[config.mk]
export PLATFORM = sky130hd
export DESIGN_NAME = pin_capture_cell
export DESIGN_NICKNAME = d
export VERILOG_FILES = /design/src/rtl/pcc_pkg.sv /design/src/rtl/pcc_store.sv /design/src/rtl/pcc_drive.sv /design/src/rtl/pin_capture_cell.sv
export SDC_FILE = /design/constraint.sdc
export NUM_CORES = 1
export LEC_CHECK = 0
export ABC_CLOCK_PERIOD_IN_PS = 1600
export BUFFER_PORTS_ARGS = -buffer_cell sky130_fd_sc_hd__buf_2
export CAP_MARGIN = 30
export CELL_PAD_IN_SITES_DETAIL_PLACEMENT = 0
export CELL_PAD_IN_SITES_GLOBAL_PLACEMENT = 1
export CORE_MARGIN = 2
export CORE_UTILIZATION = 32
export DETAILED_ROUTE_END_ITERATION = 8
export MAX_ROUTING_LAYER = met4
export PLACE_DENSITY = 0.9
export SYNTH_ARGS = -nofsm -noshare
export SYNTH_HDL_FRONTEND = slang
export SYNTH_HIERARCHICAL = 1
export SYNTH_SLANG_ARGS = --single-unit
export TNS_END_PERCENT = 1
[constraint.sdc]
create_clock -name clk -period 1.6 [get_ports clk]
set_clock_uncertainty 0.05 [all_clocks]
set_input_delay 0.08 -clock clk [delete_from_list [all_inputs] [get_ports clk]]
set_output_delay 0.08 -clock clk [all_outputs]
set_load 0.01 [all_outputs]
[src/rtl/pcc_pkg.sv]
package pcc_pkg;
  typedef enum logic [1:0] {
    SRC_A = 2'd0,
    SRC_B = 2'd1,
    SRC_C = 2'd2,
    SRC_Q = 2'd3
  } drive_src_e;
endpackage

[src/rtl/pcc_store.sv]
module pcc_store #(
  parameter int W = 8
) (
  input  logic         clk,
  input  logic         rst,
  input  logic         level_mode,
  input  logic         cap_clk,
  input  logic [W-1:0] pin_in,
  output logic [W-1:0] store_q,
  output logic [W-1:0] store_nx
);
  logic cap_prev_q;
  logic capture;

  // Edge mode captures on a sampled low-to-high change; level mode on high.
  always_comb begin
    if (level_mode) capture = cap_clk;
    else            capture = cap_clk & ~cap_prev_q;
    store_nx = capture ? pin_in : store_q;
  end

  always_ff @(posedge clk) begin
    if (rst) begin
      cap_prev_q <= 1'b0;
      store_q    <= '0;
    end else begin
      cap_prev_q <= cap_clk;
      store_q    <= store_nx;
    end
  end

  p_edge_capture_r2: assert property (@(posedge clk) disable iff (rst)
    (!level_mode && cap_clk && !cap_prev_q) |=> store_q == $past(pin_in));
  p_edge_hold_r3: assert property (@(posedge clk) disable iff (rst)
    (!level_mode && !(cap_clk && !cap_prev_q)) |=> $stable(store_q));
  p_level_follow_r4: assert property (@(posedge clk) disable iff (rst)
    (level_mode && cap_clk) |=> store_q == $past(pin_in));
  p_level_hold_r5: assert property (@(posedge clk) disable iff (rst)
    (level_mode && !cap_clk) |=> $stable(store_q));
endmodule

[src/rtl/pcc_drive.sv]
module pcc_drive
  import pcc_pkg::*;
#(
  parameter int W = 8
) (
  input  logic         clk,
  input  logic         rst,
  input  logic [1:0]   src_sel,
  input  logic [W-1:0] sig_a,
  input  logic [W-1:0] sig_b,
  input  logic [W-1:0] sig_c,
  input  logic [W-1:0] sig_q,
  input  logic [W-1:0] oe,
  output logic [W-1:0] pad_out,
  output logic [W-1:0] pad_oe
);
  drive_src_e sel;
  assign sel = drive_src_e'(src_sel);

  for (genvar i = 0; i < W; i++) begin : g_bit
    logic pick;
    always_comb begin
      unique case (sel)
        SRC_A:   pick = sig_a[i];
        SRC_B:   pick = sig_b[i];
        SRC_C:   pick = sig_c[i];
        default: pick = sig_q[i];
      endcase
    end

    always_ff @(posedge clk) begin
      if (rst) begin
        pad_out[i] <= 1'b0;
        pad_oe[i]  <= 1'b0;
      end else begin
        pad_out[i] <= oe[i] & pick;
        pad_oe[i]  <= oe[i];
      end
    end

    p_released_r8: assert property (@(posedge clk) disable iff (rst)
      !oe[i] |=> !pad_out[i] && !pad_oe[i]);
  end
endmodule

[src/rtl/pin_capture_cell.sv]
module pin_capture_cell #(
  parameter int W = 8
) (
  input  logic         clk,
  input  logic         rst,
  input  logic         level_mode,
  input  logic         use_raw,
  input  logic         cap_clk,
  input  logic [W-1:0] pin_in,
  output logic [W-1:0] array_out,
  input  logic [1:0]   src_sel,
  input  logic [W-1:0] sig_a,
  input  logic [W-1:0] sig_b,
  input  logic [W-1:0] sig_c,
  input  logic [W-1:0] sig_q,
  input  logic [W-1:0] oe,
  output logic [W-1:0] pad_out,
  output logic [W-1:0] pad_oe
);
  logic [W-1:0] store_q;
  logic [W-1:0] store_nx;

  pcc_store #(.W(W)) u_store (
    .clk(clk), .rst(rst), .level_mode(level_mode), .cap_clk(cap_clk),
    .pin_in(pin_in), .store_q(store_q), .store_nx(store_nx)
  );

  always_ff @(posedge clk) begin
    if (rst) array_out <= '0;
    else     array_out <= use_raw ? pin_in : store_nx;
  end

  p_raw_path_r6: assert property (@(posedge clk) disable iff (rst)
    use_raw |=> array_out == $past(pin_in));
  p_stored_path_r2: assert property (@(posedge clk) disable iff (rst)
    !use_raw |=> array_out == store_q);

  pcc_drive #(.W(W)) u_drive (
    .clk(clk), .rst(rst), .src_sel(src_sel), .sig_a(sig_a), .sig_b(sig_b),
    .sig_c(sig_c), .sig_q(sig_q), .oe(oe), .pad_out(pad_out), .pad_oe(pad_oe)
  );
endmodule

## Word-level counts from Yosys, hierarchy flattened

Cells that the tools add are included.

| storage, ports and cells | value |
|---|---|
| output and inout port bits | 24 |
| logic and storage cells | 43 |
| register bits after elaboration | 33 |
| bits of input ports | 55 |

| cells by class | value |
|---|---|
| multiplexer cells | 11 |
| bitwise logic cells | 10 |
| equality and inequality tests | 2 |
| reduce and logical (&&, ||, !) cells | 1 |

Operators by type and width:

| cell | count |
|---|---|
| 1-bit case mux with 3 select lines | 8 |
| 8-bit two-way mux | 2 |
| 1-bit AND | 9 |
| 2-bit by 1-bit == test with 1-bit output (second input constant) | 1 |
| 2-bit == test (second input constant) | 1 |
| 2-bit zero test | 1 |
| 1-bit two-way mux | 1 |
| 1-bit NOT | 1 |

## Longest topological paths before layout

Gate-level depths: netlist of the first run.

| logic depth | value |
|---|---|
| depth after elaboration | 5 |
| depth in mapped cells | 5 |
| mapped depth without buffers | 5 |

## Cells and area by module

The synthesis of the first run kept the hierarchy.

By module, submodules not included:

| module | seq. area each (um2) | cells an instance | times used | area each (um2) |
|---|---|---|---|---|
| pcc_drive | 320.3 | 42 | 1 | 615.6 |
| pcc_store | 180.2 | 47 | 1 | 499.2 |
| pin_capture_cell | 160.2 | 26 | 1 | 285.3 |

## Worst setup path before layout of the first run

OpenSTA, ideal clock, no wires.

| timing path | value |
|---|---|
| path kind | reg-to-reg |
| start | reg u_store.cap_prev_q |
| end | reg array_out[0] |
| cell stages (with the launch flop) | 6 |
| setup time | 124 ps |
| arrival | 1070 ps |
| path buffers | 0 |
| data required time | 1426 ps |
| slack | 356 ps |
| period minus slack after synthesis | 1244 ps |
| cell sequence | dfxtp_1 -> inv_1 -> o21ai_4 -> mux2_2 -> mux2i_1 -> nor2_1 |

| on the way | value |
|---|---|
| word-level cells in the longest chain between the ends | 5 |

Ends and longest elaborated chain:

| item | RTL line | text |
|---|---|---|
| from (decl) | pcc_store.sv:12 | `logic cap_prev_q;` |
| from (signal assigned) | pcc_store.sv:27 | `cap_prev_q <= cap_clk;` |
| 1-bit NOT | pcc_store.sv:18 | `else capture = cap_clk & ~cap_prev_q;` |
| 1-bit AND | pcc_store.sv:18 |  |
| 1-bit two-way mux | pcc_store.sv:17 | `if (level_mode) capture = cap_clk;` |
| 8-bit two-way mux | pcc_store.sv:19 | `store_nx = capture ? pin_in : store_q;` |
| named net store_nx[0] | pin_capture_cell.sv:21 | `logic [W-1:0] store_nx;` |
| 8-bit two-way mux | pin_capture_cell.sv:30 | `else array_out <= use_raw ? pin_in : store_nx;` |
| to (signal assigned) | pin_capture_cell.sv:30 |  |
| to (decl) | pin_capture_cell.sv:10 | `output logic [W-1:0] array_out,` |

The timed path passes the listed nets, and every way through them passes these cells.
A chain may end at the register's enable or synchronous reset.

## Worst setup path in the final report of the first run

| timing path | value |
|---|---|
| start | reg u_store.cap_prev_q |
| end | reg array_out[6] |

The elaborated chain is that of the path after synthesis.

==> results of run 1 <==
==> synthesized netlist by cell type <==
cell type	number	share of area (%)
buf_6	3	2.4
o21ai_4	1	1.2
mux2i_1	16	11
and2_1	8	3.6
clkbuf_1	2	0.54
nor2b_1	9	4.0
mux4_2	8	13
dfxtp_1	33	47
mux2_2	8	6.4
nor2_1	8	2.1
buf_1	1	0.27
nand2b_1	16	7.1
inv_1	1	0.27
o21a_1	1	0.54
==> worst max-delay path: cells and delay by family, from the launching register on <==
family	cells	cell delay, ps
AOI/OAI and AO/OA	1	270
buffers and inverters	1	60
DFF	1	300
muxes	2	490
and+or+nand+nor	1	60
==> power by group through the flow <==
| stage | clock [W] | sequential [W] | combinational [W] |
|---|---|---|---|
| after floorplan | 0 | 0.000923 | 0.000149 |
| after global placement | 0 | 0.000903 | 0.000281 |
| after detailed placement | 0 | 0.000904 | 0.000287 |
| after CTS | 0.000606 | 0.000887 | 0.000298 |
| after global routing | 0.000640 | 0.000890 | 0.000325 |
| final | 0.000579 | 0.000886 | 0.000293 |
==> state kept, by name, indices dropped and copies added, names as in the netlist <==
signal              cells
u_store/cap_prev_q      1
array_out               8
u_drive/pad_oe          8
u_drive/pad_out         8
u_store/store_q         8
==> layer usage <==
layer  vias up  track usage (%)  routed length [µm]
met2        70             21.0                1340
met5         -                -                   0
met4         0             4.49                  13
li1        565                -                   -
met1       501             15.6                1260
met3         2             5.19                 271
==> timing repair <==
action	in CTS	in global routing
endpoints found under the hold margin	6	0
setup buffers	0	0
endpoints found under the setup margin	0	0
hold buffers	6	0
==> metrics by stage <==
stage	hold slack, ps	cells	cell area, µm²
floorplan	109	115	1400
global placement	271	239	1810
detailed placement	281	239	1810
CTS	2.56	253	1950
global route	6.88	253	1950
finish	1.64	253	1950
==> cell families (layout without fill, tap and decap cells) <==
group / after synthesis / in the layout
AOI/OAI and AO/OA: 2 / 2
buffers and inverters: 7 / 93
DFF: 33 / 33
muxes: 32 / 32
and+or+nand+nor: 41 / 41
==> worst paths after layout <==
path,end,cells after the start,from
max reg2reg,array_out[6]$_SDFF_PP0_,5,u_store/cap_prev_q$_SDFF_PP0_
max,array_out[6]$_SDFF_PP0_,5,u_store/cap_prev_q$_SDFF_PP0_
min,u_drive/pad_oe[0]$_SDFF_PP0_,2,oe[0]
min reg2reg,u_store/store_q[5]$_SDFF_PP0_,2,u_store/store_q[5]$_SDFF_PP0_
==> area by class of cell <==
type,instances,area (µm²)
Fill cell,433,2340
Tap cell,52,65.1
Timing Repair Buffer,84,450
Clock buffer,8,80.1
Sequential cell,33,661
Multi-Input combinational cell,75,691
Inverter,1,3.75
==> flow_summary.json, run 1 <==
{
  "status": "finished, final reports clean",
  "syn_area_mm2": 0.00140,
  "power_frac_comb_pct": 16.7,
  "slowest_stage": "mux2_2",
  "rsz0062_at_grt": "no",
  "ir_drop_mv": 0.315,
  "synthAdderAreaFrac_pct": 0,
  "port_buffers": 78,
  "cp-start-kind": "flop",
  "final_common_cell": "buf_2",
  "power_frac_clock_pct": 32.9,
  "grt_overflow": 0,
  "clkSinkCount": 33,
  "drc": 0,
  "io_pins": 79,
  "htreeDepth": 2,
  "clk_pin_slew_worst_paths_ps": 60,
  "cts_buffers": 5,
  "cts_resized": 0,
  "num_antenna_cells": 0,
  "grt_pass1_wl_um": 4890,
  "root_buffer": "clkbuf_8",
  "synth_top_family_by_area": "multiplexers",
  "syn_inst": 115,
  "fin_nets": 255,
  "worstSetupPathType": "flop to flop",
  "muxShareOfSynthArea_pct": 30.7,
  "hold_violations": 0,
  "groute.usage.overall_pct": 13.3,
  "p_per_area_mw_per_mm2": 901,
  "min_period_ps": 1380,
  "syn_nets": 170,
  "cts_tree": "built",
  "yosysSeqAreaShare_pct": 47.2,
  "vias": 1138,
  "ys_warn_count": 6,
  "mostFrequentLayoutCells": "buf_2 (78), dfxtp_1 (33), mux2i_1 (16), nand2b_1 (16), nor2b_1 (9)",
  "crit_required_ps": 1700,
  "cap_violations": 0,
  "clk_latency_ps": 280,
  "die_w_um": 70.1,
  "fin_ws_ps": 223,
  "die_h_um": 70.1,
  "critical_path.cell_chain": "inv_1 > o21ai_4 > mux2_2 > mux2i_1 > nor2_1",
  "setup_viol": 0,
  "cts_buffer_depth": 2,
  "routabilityCongestion": 0.706,
  "grt_max_degree": 34,
  "via_per_inst": 4.50,
  "endpoint_kind": "flop",
  "crit_fanout": 8,
  "p_leak_nw": 0.944,
  "synthSimpleGateAreaFrac_pct": 16.9,
  "drive_gt1_share_pct": 49.8,
  "p_int_w": 0.00135,
  "grt_pass1_vias": 1090,
  "synth_area_per_cell_um2": 12.2,
  "slowest_delay_ps": 370,
  "core_area_mm2": 0.00429,
  "drt_wl_total_um": 2880,
  "worstMarginPinSlew_ps": 533,
  "switchingPower_w": 0.000406,
  "period_share_pct": 86.1,
  "areaGrowthSynthToFinish_pct": 39.3,
  "r2r_slack_ps": 220,
  "hold_class": "primary input to flop",
  "yosys.cell_types.count": 14,
  "ys_ff_latch": 33,
  "core.rowCount": 24,
  "relSlewSlack_pct": 64.4,
  "pre_cts_slack_ps": 231,
  "sequentialPowerShare_pct": 50.4,
  "swShare_pct": 23.1,
  "ant_nets": 0,
  "drt-initial-drc-count": 73,
  "synth-xor-area-share_pct": 0,
  "fin_util_pct": 45.4,
  "fmax_mhz": 726,
  "antenna_found_initial": 0,
  "dieArea_mm2": 0.00492,
  "dr.pass1.iters": 3,
  "avgRoutedWirePerCell_um": 11.4,
  "place_hpwl_um": 2240,
  "synth_compound_area_share_pct": 1.70,
  "total_power_w": 0.00176,
  "finalMaxSlewViolations": 0,
  "worstPathArrival_ps": 1480,
  "initial_core_util_pct": 32.6,
  "setup_tns_ps": 0
}
Note: power is estimated with default switching activity, not from simulation.
==> run 2, diff against run 1 <==
--- a/config.mk
+++ b/config.mk
@@ -13,7 +13,6 @@
 export CORE_MARGIN = 2
 export CORE_UTILIZATION = 32
 export DETAILED_ROUTE_END_ITERATION = 8
-export MAX_ROUTING_LAYER = met4
 export PLACE_DENSITY = 0.9
 export SYNTH_ARGS = -nofsm -noshare
 export SYNTH_HDL_FRONTEND = slang
==> run 2 against run 1 <==
  * Wire length shrank 1.0%
  * Die area is the same
  * Maximum frequency is essentially flat
  * Largest cell class unchanged
  * Sequential share of layout area is the same
  * Clock-buffer cell count is the same
  * Non-clock buffer count is the same
  * Combinational power is essentially flat
==> flow_summary.json, run 2 (synthesis gave the netlist of run 1 again) <==
{
  "rsz0062_at_grt": "no",
  "groute.usage.overall_pct": 12.9,
  "placed_area_mm2": 0.00181,
  "r2r_slack_ps": 220,
  "slowest_stage": "mux2_2",
  "clk_pin_slew_worst_paths_ps": 60,
  "die_h_um": 70.1,
  "core_area_mm2": 0.00429,
  "reg2reg_depth": 5,
  "status": "finished, final reports clean",
  "die_w_um": 70.1,
  "antenna_found_initial": 0,
  "core.rowCount": 24,
  "num_antenna_cells": 0,
  "grt_max_degree": 34,
  "setup_viol": 0,
  "grt_pass1_vias": 1090,
  "place_hpwl_um": 2240,
  "mostFrequentLayoutCells": "buf_2 (78), dfxtp_1 (33), mux2i_1 (16), nand2b_1 (16), nor2b_1 (9)",
  "cts_buffers": 5,
  "final_cells": 253,
  "initial_core_util_pct": 32.6,
  "grt_overflow": 0,
  "relSlewSlack_pct": 64.8,
  "fmax_mhz": 726,
  "htreeDepth": 2,
  "cts_resized": 0,
  "via_per_inst": 4.50,
  "setup_tns_ps": 0,
  "hold_class": "primary input to flop",
  "port_buffers": 78,
  "hold_start": "oe[0]",
  "total_power_w": 0.00176,
  "cp-start-kind": "flop",
  "ir_drop_mv": 0.315,
  "fin_nets": 255,
  "critical_path.cell_chain": "inv_1 > o21ai_4 > mux2_2 > mux2i_1 > nor2_1",
  "areaGrowthSynthToFinish_pct": 39.3,
  "fillerInstances": 433,
  "min_period_ps": 1380,
  "io_pins": 79,
  "dieArea_mm2": 0.00492,
  "p_per_area_mw_per_mm2": 901,
  "path_buf_inv": 1,
  "cts_tree": "built",
  "finalMaxSlewViolations": 0,
  "drt_wl_total_um": 2850,
  "fin_area_mm2": 0.00195,
  "hold_violations": 0,
  "final_common_cell": "buf_2",
  "dr.pass1.iters": 3,
  "min_path_cells": 2,
  "vias": 1138,
  "worstMarginPinSlew_ps": 528,
  "dp_cells": 239,
  "period_share_pct": 86.1,
  "p_leak_nw": 0.944,
  "routabilityCongestion": 0.698,
  "worstPathArrival_ps": 1480,
  "cap_violations": 0,
  "drt-initial-drc-count": 62,
  "drc": 0,
  "grt_pass1_wl_um": 4860,
  "root_buffer": "clkbuf_8",
  "drive_gt1_share_pct": 49.8,
  "crit_start": "u_store/cap_prev_q$_SDFF_PP0_",
  "clk_latency_ps": 280,
  "reg2reg_to": "array_out[6]$_SDFF_PP0_",
  "ant_nets": 0,
  "min_to": "u_drive/pad_oe[0]$_SDFF_PP0_",
  "cts_buffer_depth": 2,
  "crit_fanout": 8,
  "endpoint_kind": "flop",
  "worstSetupPathType": "flop to flop",
  "clkSinkCount": 33,
  "slowest_delay_ps": 370,
  "crit_required_ps": 1700,
  "avgRoutedWirePerCell_um": 11.3,
  "r2r-start": "u_store/cap_prev_q$_SDFF_PP0_",
  "path_delay_family": "multiplexers"
}
## run 2: worst max path at each step
stage / cells after the start / to / slack [ps]
2_1_floorplan: 5 / array_out[0]$_SDFF_PP0_ / 360
3_3_place_gp: 5 / array_out[7]$_SDFF_PP0_ / 240
3_5_place_dp: 5 / array_out[6]$_SDFF_PP0_ / 230
4_1_cts: 5 / array_out[7]$_SDFF_PP0_ / 200
5_1_grt: 5 / array_out[7]$_SDFF_PP0_ / 90
6_report: 5 / array_out[6]$_SDFF_PP0_ / 220
## run 2: final cells by class
| type | count | area (µm²) | share of cell area [%] |
|---|---|---|---|
| sequential | 33 | 661 | 33.9 |
| timing repair buffer | 84 | 450 | 23.1 |
| multi-input combinational | 75 | 691 | 35.4 |
| inverter | 1 | 3.75 | 0.192 |
| tap | 52 | 65.1 | 3.34 |
| clock buffer | 8 | 80.1 | 4.11 |
## run 2: metrics by stage
| step | utilization [%] | setup slack [ps] | hold slack (ps) |
|---|---|---|---|
| 5_1_grt | 45.4 | 94.0 | 6.88 |
| 3_5_place_dp | 42.2 | 231 | 281 |
| 6_report | 45.4 | 222 | 2.25 |
| 2_1_floorplan | - | 356 | 109 |
| 3_3_place_gp | 42.2 | 244 | 271 |
| 4_1_cts | 45.4 | 200 | 2.56 |
## run 2: worst reg2reg max path, cell delays in order (launching register included)
cell and delay (ps):
dfxtp_1 300, inv_1 60, o21ai_4 270, mux2_2 370, mux2i_1 120, nor2_1 60
## run 2: timing repair
item | 4_1_cts | 5_1_grt
hold buffers | 6 | 0
endpoints found under the hold margin | 6 | 0
buffers inserted | 0 | 0
## run 2: routing by layer
layer / track usage, % / up-vias / part of all wire [%]
li1: - / 564 / -
met1: 14.5 / 502 / 41
met2: 21.1 / 70 / 47
met3: 6.35 / 2 / 11
met4: 4.49 / 0 / 0.46
met5: 0 / - / 0
## run 2: power breakdown
part           leakage (nW)  internal (W)  switching (W)
logic                 0.632      0.000172       0.000121
clock network        0.0395      0.000308       0.000270
registers             0.273      0.000872      0.0000139
